File: src/rtl/boot_seq.sv
module boot_seq #(
  parameter int ADDR_W = 32,
  parameter int DATA_W = 32,
  parameter int LATCH_EDGE = 4,
  parameter int WORD_BYTES = 4,
  parameter logic [ADDR_W-1:0] VEC_BASE = '0
) (
  input  logic              clk,
  input  logic              rst_n,
  input  logic              boot_pin0,
  input  logic              boot_pin1,
  input  logic              standby_enter,
  input  logic              standby_exit,
  output logic              fetch_req,
  output logic [ADDR_W-1:0] fetch_addr,
  input  logic              fetch_ack,
  input  logic [DATA_W-1:0] fetch_data,
  output logic [1:0]        boot_mode,
  output logic [2:0]        alias_sel,
  output logic [DATA_W-1:0] stack_ptr,
  output logic [DATA_W-1:0] prog_ctr,
  output logic              seq_done
);
  localparam int CNT_W = $clog2(LATCH_EDGE + 1);
  localparam logic [CNT_W-1:0] LAST_CNT = CNT_W'(LATCH_EDGE - 1);
  localparam logic [ADDR_W-1:0] PC_ADDR = VEC_BASE + ADDR_W'(WORD_BYTES);

  typedef enum logic [2:0] {S_WAIT, S_SP, S_PC, S_RUN, S_STBY} state_t;

  state_t           state;
  logic [CNT_W-1:0] cnt;
  logic [1:0]       pin_mode;

  assign pin_mode   = !boot_pin0 ? 2'b00 : (boot_pin1 ? 2'b10 : 2'b01);
  assign fetch_req  = (state == S_SP) || (state == S_PC);
  assign fetch_addr = (state == S_PC) ? PC_ADDR : VEC_BASE;
  assign seq_done   = (state == S_RUN);

  always_comb begin
    case (boot_mode)
      2'b01:   alias_sel = 3'b010;
      2'b10:   alias_sel = 3'b100;
      default: alias_sel = 3'b001;
    endcase
  end

  always_ff @(posedge clk) begin
    if (!rst_n) begin
      state     <= S_WAIT;
      cnt       <= '0;
      boot_mode <= 2'b00;
      stack_ptr <= '0;
      prog_ctr  <= '0;
    end else begin
      case (state)
        S_WAIT:
          if (cnt == LAST_CNT) begin
            boot_mode <= pin_mode;
            cnt       <= '0;
            state     <= S_SP;
          end else begin
            cnt <= cnt + CNT_W'(1);
          end
        S_SP:
          if (fetch_ack) begin
            stack_ptr <= fetch_data;
            state     <= S_PC;
          end
        S_PC:
          if (fetch_ack) begin
            prog_ctr <= fetch_data;
            state    <= S_RUN;
          end
        S_RUN:
          if (standby_enter) state <= S_STBY;
        S_STBY:
          if (standby_exit) begin
            cnt   <= '0;
            state <= S_WAIT;
          end
        default: state <= S_WAIT;
      endcase
    end
  end
endmodule

File: config.mk
export PLATFORM = sky130hd
export DESIGN_NAME = boot_seq
export DESIGN_NICKNAME = d
export VERILOG_FILES = /design/src/rtl/boot_seq.sv
export SDC_FILE = /design/constraint.sdc
export NUM_CORES = 1
export LEC_CHECK = 0
export ABC_AREA = 1
export BUFFER_PORTS_ARGS = -buffer_cell sky130_fd_sc_hd__buf_2
export CAP_MARGIN = 0
export CORE_MARGIN = 10
export CORE_UTILIZATION = 47
export DETAILED_ROUTE_END_ITERATION = 8
export GPL_TIMING_DRIVEN = 0
export PLACE_DENSITY = 0.8
export SYNTH_ARGS = -nofsm -noshare
export SYNTH_HDL_FRONTEND = slang
export SYNTH_SLANG_ARGS = --single-unit
File: constraint.sdc
create_clock -name clk -period 1.55 [get_ports clk]
set_input_delay 0.155 -clock clk [delete_from_list [all_inputs] [get_ports clk]]
set_output_delay 0.155 -clock clk [all_outputs]
set_load 0.03 [all_outputs]
### After elaboration in Yosys (flattened, before gate mapping)

Cells that the tools add are included.

* bits in registers: 72
* latch bits: 0
* RAM bits: 0
* ROM bits: 0
* input port bits: 39
* memories: 0

* $add $sub $neg: 1
* multipliers: 0
* divide/modulo/power cells: 0
* magnitude comparators: 0
* equality and inequality tests: 12
* shift-type cells: 0
* mux-type cells: 12
* bitwise operators: 0
* reduce and logical (&&, ||, !) cells: 8

Operator list (count)
* $mux 3: 7
* $pmux 3 s5: 1
* $pmux 3 s2: 2
* $ne 2x2->1 const B: 5
* $eq 3x2->1 const B: 3
* $reduce_and 2->1: 4
* $reduce_and 5->1: 1
* $mux 2: 2
* $add 3x1->3 const B: 1
* $eq 3x1->1 const B: 1
* $eq 3x3->1 const B: 1
* $logic_not 3->1: 1
* $eq 2x1->1 const B: 1
* $eq 2x2->1 const B: 1
* $reduce_bool 2->1: 1
* $logic_or 1x1->1: 1

### Depth between registers and ports, before layout

* word-level depth: 3
* depth in mapped cells: 9

### Least setup slack after synthesis

No wires, ideal clock.

* kind: register to register
* start point: register state[1]
* end point: register state[2]
* arrival time: 1.201 ns
* slack: 0.290 ns
* stages on the path, launching flop included: 5
* cells stage by stage: dfxtp_1 nand2_1 nor2_1 o211ai_1 inv_1

* longest elaborated chain between the ends: 3
* elaborated cells between the ends (all ways): 12
* those cells by class: 9 x eq/ne; 1 x mux; 2 x reduce/logical

RTL lines
* start, declared: RTL line 30 `state_t state;`
* start signal, assigned: RTL line 49 `state <= S_WAIT;`
* start signal, assigned: RTL line 60 `state <= S_SP;`
* start signal, assigned: RTL line 67 `state <= S_PC;`
* $eq 3x2->1 (*)
* net seq_done: RTL line 22 `output logic seq_done`
* $ne 2x2->1 (no source line)
* $reduce_and 5->1 (no source line)

Mark *: on every way through the listed nets, which the timed path passes. The rest lies on a longest branch.
A chain may end at the register's enable or synchronous reset.

### Worst setup path in the final report

* start point: register state[0]
* end point: output port fetch_addr[2]

* longest elaborated chain between the ends: 2

RTL lines
* $eq 3x2->1: RTL line 36 `assign fetch_addr = (state == S_PC) ? PC_ADDR : VEC_BASE;`
* $mux 3: RTL line 36
* end, declared: RTL line 15 `output logic [ADDR_W-1:0] fetch_addr,`

Every way passes these cells.

==> summary.txt <==
Synth
  – Syn_area_per_cell: 7.97 µm²
  – Post-synth EDFFs: 0
  – Most frequent cell after synthesis: nor2_1
  – Mapped Cells: 387
  – Most frequent cells after synthesis: nor2_1 (74), dfxtp_1 (72), nand2_1 (42)
  – Synthesized flop and latch total: 72
  – Synth top area share: 0.467
  – Synth Flop Type: dfxtp_1
  – Synth unique cells: 32
  – YS warnings: 0
  – Seq/Total Area, Yosys: 0.467
  – Mapped Area: between 3000 and 4000 µm²
  – Post-synth top area cell: dfxtp_1
  – Ranking of synthesized cells by area: dfxtp_1 (47%), nor2_1 (9.0%), buf_4 (8.0%), nand3_1 (5.8%), a21oi_1 (5.5%)
  – Async S/R FF share, synth: 0

Cells and area
  – Final Instance Area: a little over 4000 µm²
  – Register area: 1450 µm²
  – Area Overhead vs Synth: 30.9%
  – Fill count: 596
  – # diodes: 0
  – Multi-input gate area: 1280 µm²
  – Net count, final: 579
  – Layout cells sized above 1: 0.356
  – Fin cells: 619

STA
  – Final setup fails: 0
  – Crit share post-route: 0.960
  – Final min period: roughly 1.5 ns
  – Worst slew margin: 0.633
  – RSZ-0062 raised after global routing: no
  – Setup Skew: 0.0106 ns
  – Hold Fails Final Rpt: 0
  – Slew @ Worst Pin: 0.550 ns
  – Highest clock rate: just under 0.7 GHz
  – Max-slew violation count: 0
  – Sum of negative setup slack: 0 ns
  – Final WS setup: 0.0626 ns

Place
  – PortBufs: 108
  – Post-place instance area: 3830 µm²
  – Place WS: 0.183 ns
  – Dpl hpwl: 7090 µm
  – RePlAce Congestion: 0.863
  – Inst Count DP: 602

Min path
  – Worst hold stages: 3
  – Hold path start: fetch_data[24]
  – Hold EP: stack_ptr[24]$_SDFFE_PN0P_
  – Hold Crit Class: input pin to flip-flop

Die
  – Core Region: 6350 µm²
  – I/O pin count: between 100 and 150
  – Die H: 101 µm
  – Site Rows: 29
  – Starting Density: 0.486
  – Die width: 101 µm
  – Die area: 10200 µm²

Flow run
  – Max-cap viol count: 0

Detailed routing
  – Final ANT Viol Nets: 0
  – # DRC: 0
  – Vias per inst: approximately 4.7
  – Post-Route WL: 9030 µm
  – Vias post-DR: 2938
  – Avg WL per Cell: roughly 15 µm
  – 1st-iter DRT viols: 132
  – Drt first pass iters: 4

CTS
  – CTS sink count: 72
  – Clk Latency, worst-skew pair: between 0.3 and 0.4 ns
  – Clk slew on worst S/H paths: approximately 0.070 ns
  – CTS tree: done
  – Htree depth: 3
  – Deepest clock path buffer count: 2
  – Root Driver: clkbuf_8
  – Num CTS Buffers: 9

Pwr
  – Clock Power Share: 0.221
  – Worst VDD drop: approximately 0.00090 V
  – Leakage: just under 2 nW
  – Tot Pwr: ~0.006 W
  – Cell internal pwr: 0.00362 W
  – Flop pwr share: 0.381
  – Combinational share of power: 0.399
  – Cell Pwr Density: between 1500 and 2000 nW/µm²
  – Sw frac: 0.409
  – Psw: roughly 0.0025 W

GRT
  – First-pass GRT wire length: 14200 µm
  – Remaining Overflow, GRT: 0
  – Initial antenna violation count: 0
  – Pin count of the biggest net entering global routing: 13
  – Total GRT Usage: 0.172
  – Vias in the first global route: about 2800

Outcome
  – Status: finished, final reports clean

Setup path
  – R2R depth: 9
  – CP startpoint kind: flip-flop
  – CP max FO: 10
  – Crit end category: primary output
  – RR Endpoint: state[2]$_SDFFE_PN0P_
  – Critical R2R Launch: cnt[0]$_SDFFE_PN0P_
  – Worst path required time: 1.39 ns
  – Crit path DAT: 1.33 ns
  – Reg2Reg Setup Slack: around 0.20 ns
  – CP Class: flip-flop to primary output
[worst max path at each step]
stage / from / end / slack [ns] / cells past startpoint
2_1_floorplan: state[1]$_SDFFE_PN0P_ / state[2]$_SDFFE_PN0P_ / 0.29 / 4
3_3_place_gp: state[0]$_SDFFE_PN0P_ / stack_ptr[20]$_SDFFE_PN0P_ / 0.22 / 6
3_5_place_dp: state[0]$_SDFFE_PN0P_ / stack_ptr[31]$_SDFFE_PN0P_ / 0.18 / 6
4_1_cts: state[1]$_SDFFE_PN0P_ / fetch_addr[2] / 0.0003 / 4
5_1_grt: state[0]$_SDFFE_PN0P_ / fetch_addr[2] / 0.004 / 5
6_report: state[0]$_SDFFE_PN0P_ / fetch_addr[2] / 0.06 / 5
[stage by stage]
stage	utilization	hold slack, ns
floorplan	-	0.303
global placement	0.604	0.409
detailed placement	0.604	0.418
CTS	0.635	0.0556
global route	0.636	0.0730
finish	0.636	0.0642
[metal layers]
layer | GRT usage | vias to the layer above | routed length, µm
met5 | 0 | - | 0
met4 | 0.0643 | 0 | 159
met3 | 0.0569 | 17 | 813
met2 | 0.285 | 100 | 4330
met1 | 0.201 | 1329 | 3730
li1 | - | 1492 | -
[timing repair]
item	CTS	global route
gates resized for setup	3	3
pin swaps	1	0
setup buffers	1	0
hold buffers	0	0
setup endpoints to repair	1	1
[placed cells by master (no fill, tap or decap), types with 4 or more instances in the layout]
master	Yosys	final
buf_2	3	110
conb_1	1	31
buf_6	6	7
clkbuf_8	3	14
nor2_1	74	74
dfxtp_1	72	69
nand2_1	42	42
o21ai_1	9	9
nand3_1	36	36
inv_1	12	12
o21ai_0	27	27
a21oi_1	34	34
buf_4	33	34
clkbuf_1	4	4
clkinv_2	1	4
[cell type report]
type                       instances  area share
timing repair buffer             109       0.137
multi-input combinational        274       0.316
clock inverter                     5     0.00775
inverter                          17      0.0174
tap                               77      0.0239
buffer                            54       0.101
sequential                        72       0.359
clock buffer                      11      0.0375
[worst max-delay path: stages (launching register included)]
cell      delay [ns]
dfxtp_4         0.38
nor2_4          0.14
nand2_4         0.08
inv_6           0.09
clkbuf_8        0.17
buf_6           0.14
[power by group through the flow]
stage	combinational, W	sequential [W]	clock (W)
2_1_floorplan	0.00132	0.00282	0
3_3_place_gp	0.00236	0.00234	0
3_5_place_dp	0.00242	0.00236	0
4_1_cts	0.00245	0.00232	0.00139
5_1_grt	0.00270	0.00237	0.00146
6_report	0.00244	0.00233	0.00135
[cell families after synthesis]
group	synth area share
other	0.00122
AND/OR/NAND/NOR	0.238
adder cells (fa/ha/maj)	0.0122
flip-flops	0.467
AO/OA/AOI/OAI	0.127
buffers and inverters	0.155
[state kept, by name (all words and copies together) (netlist names)]
name and flops:
boot_mode 2, cnt 3, prog_ctr 32, stack_ptr 32, state 3
(Power assumes the default switching activity.)
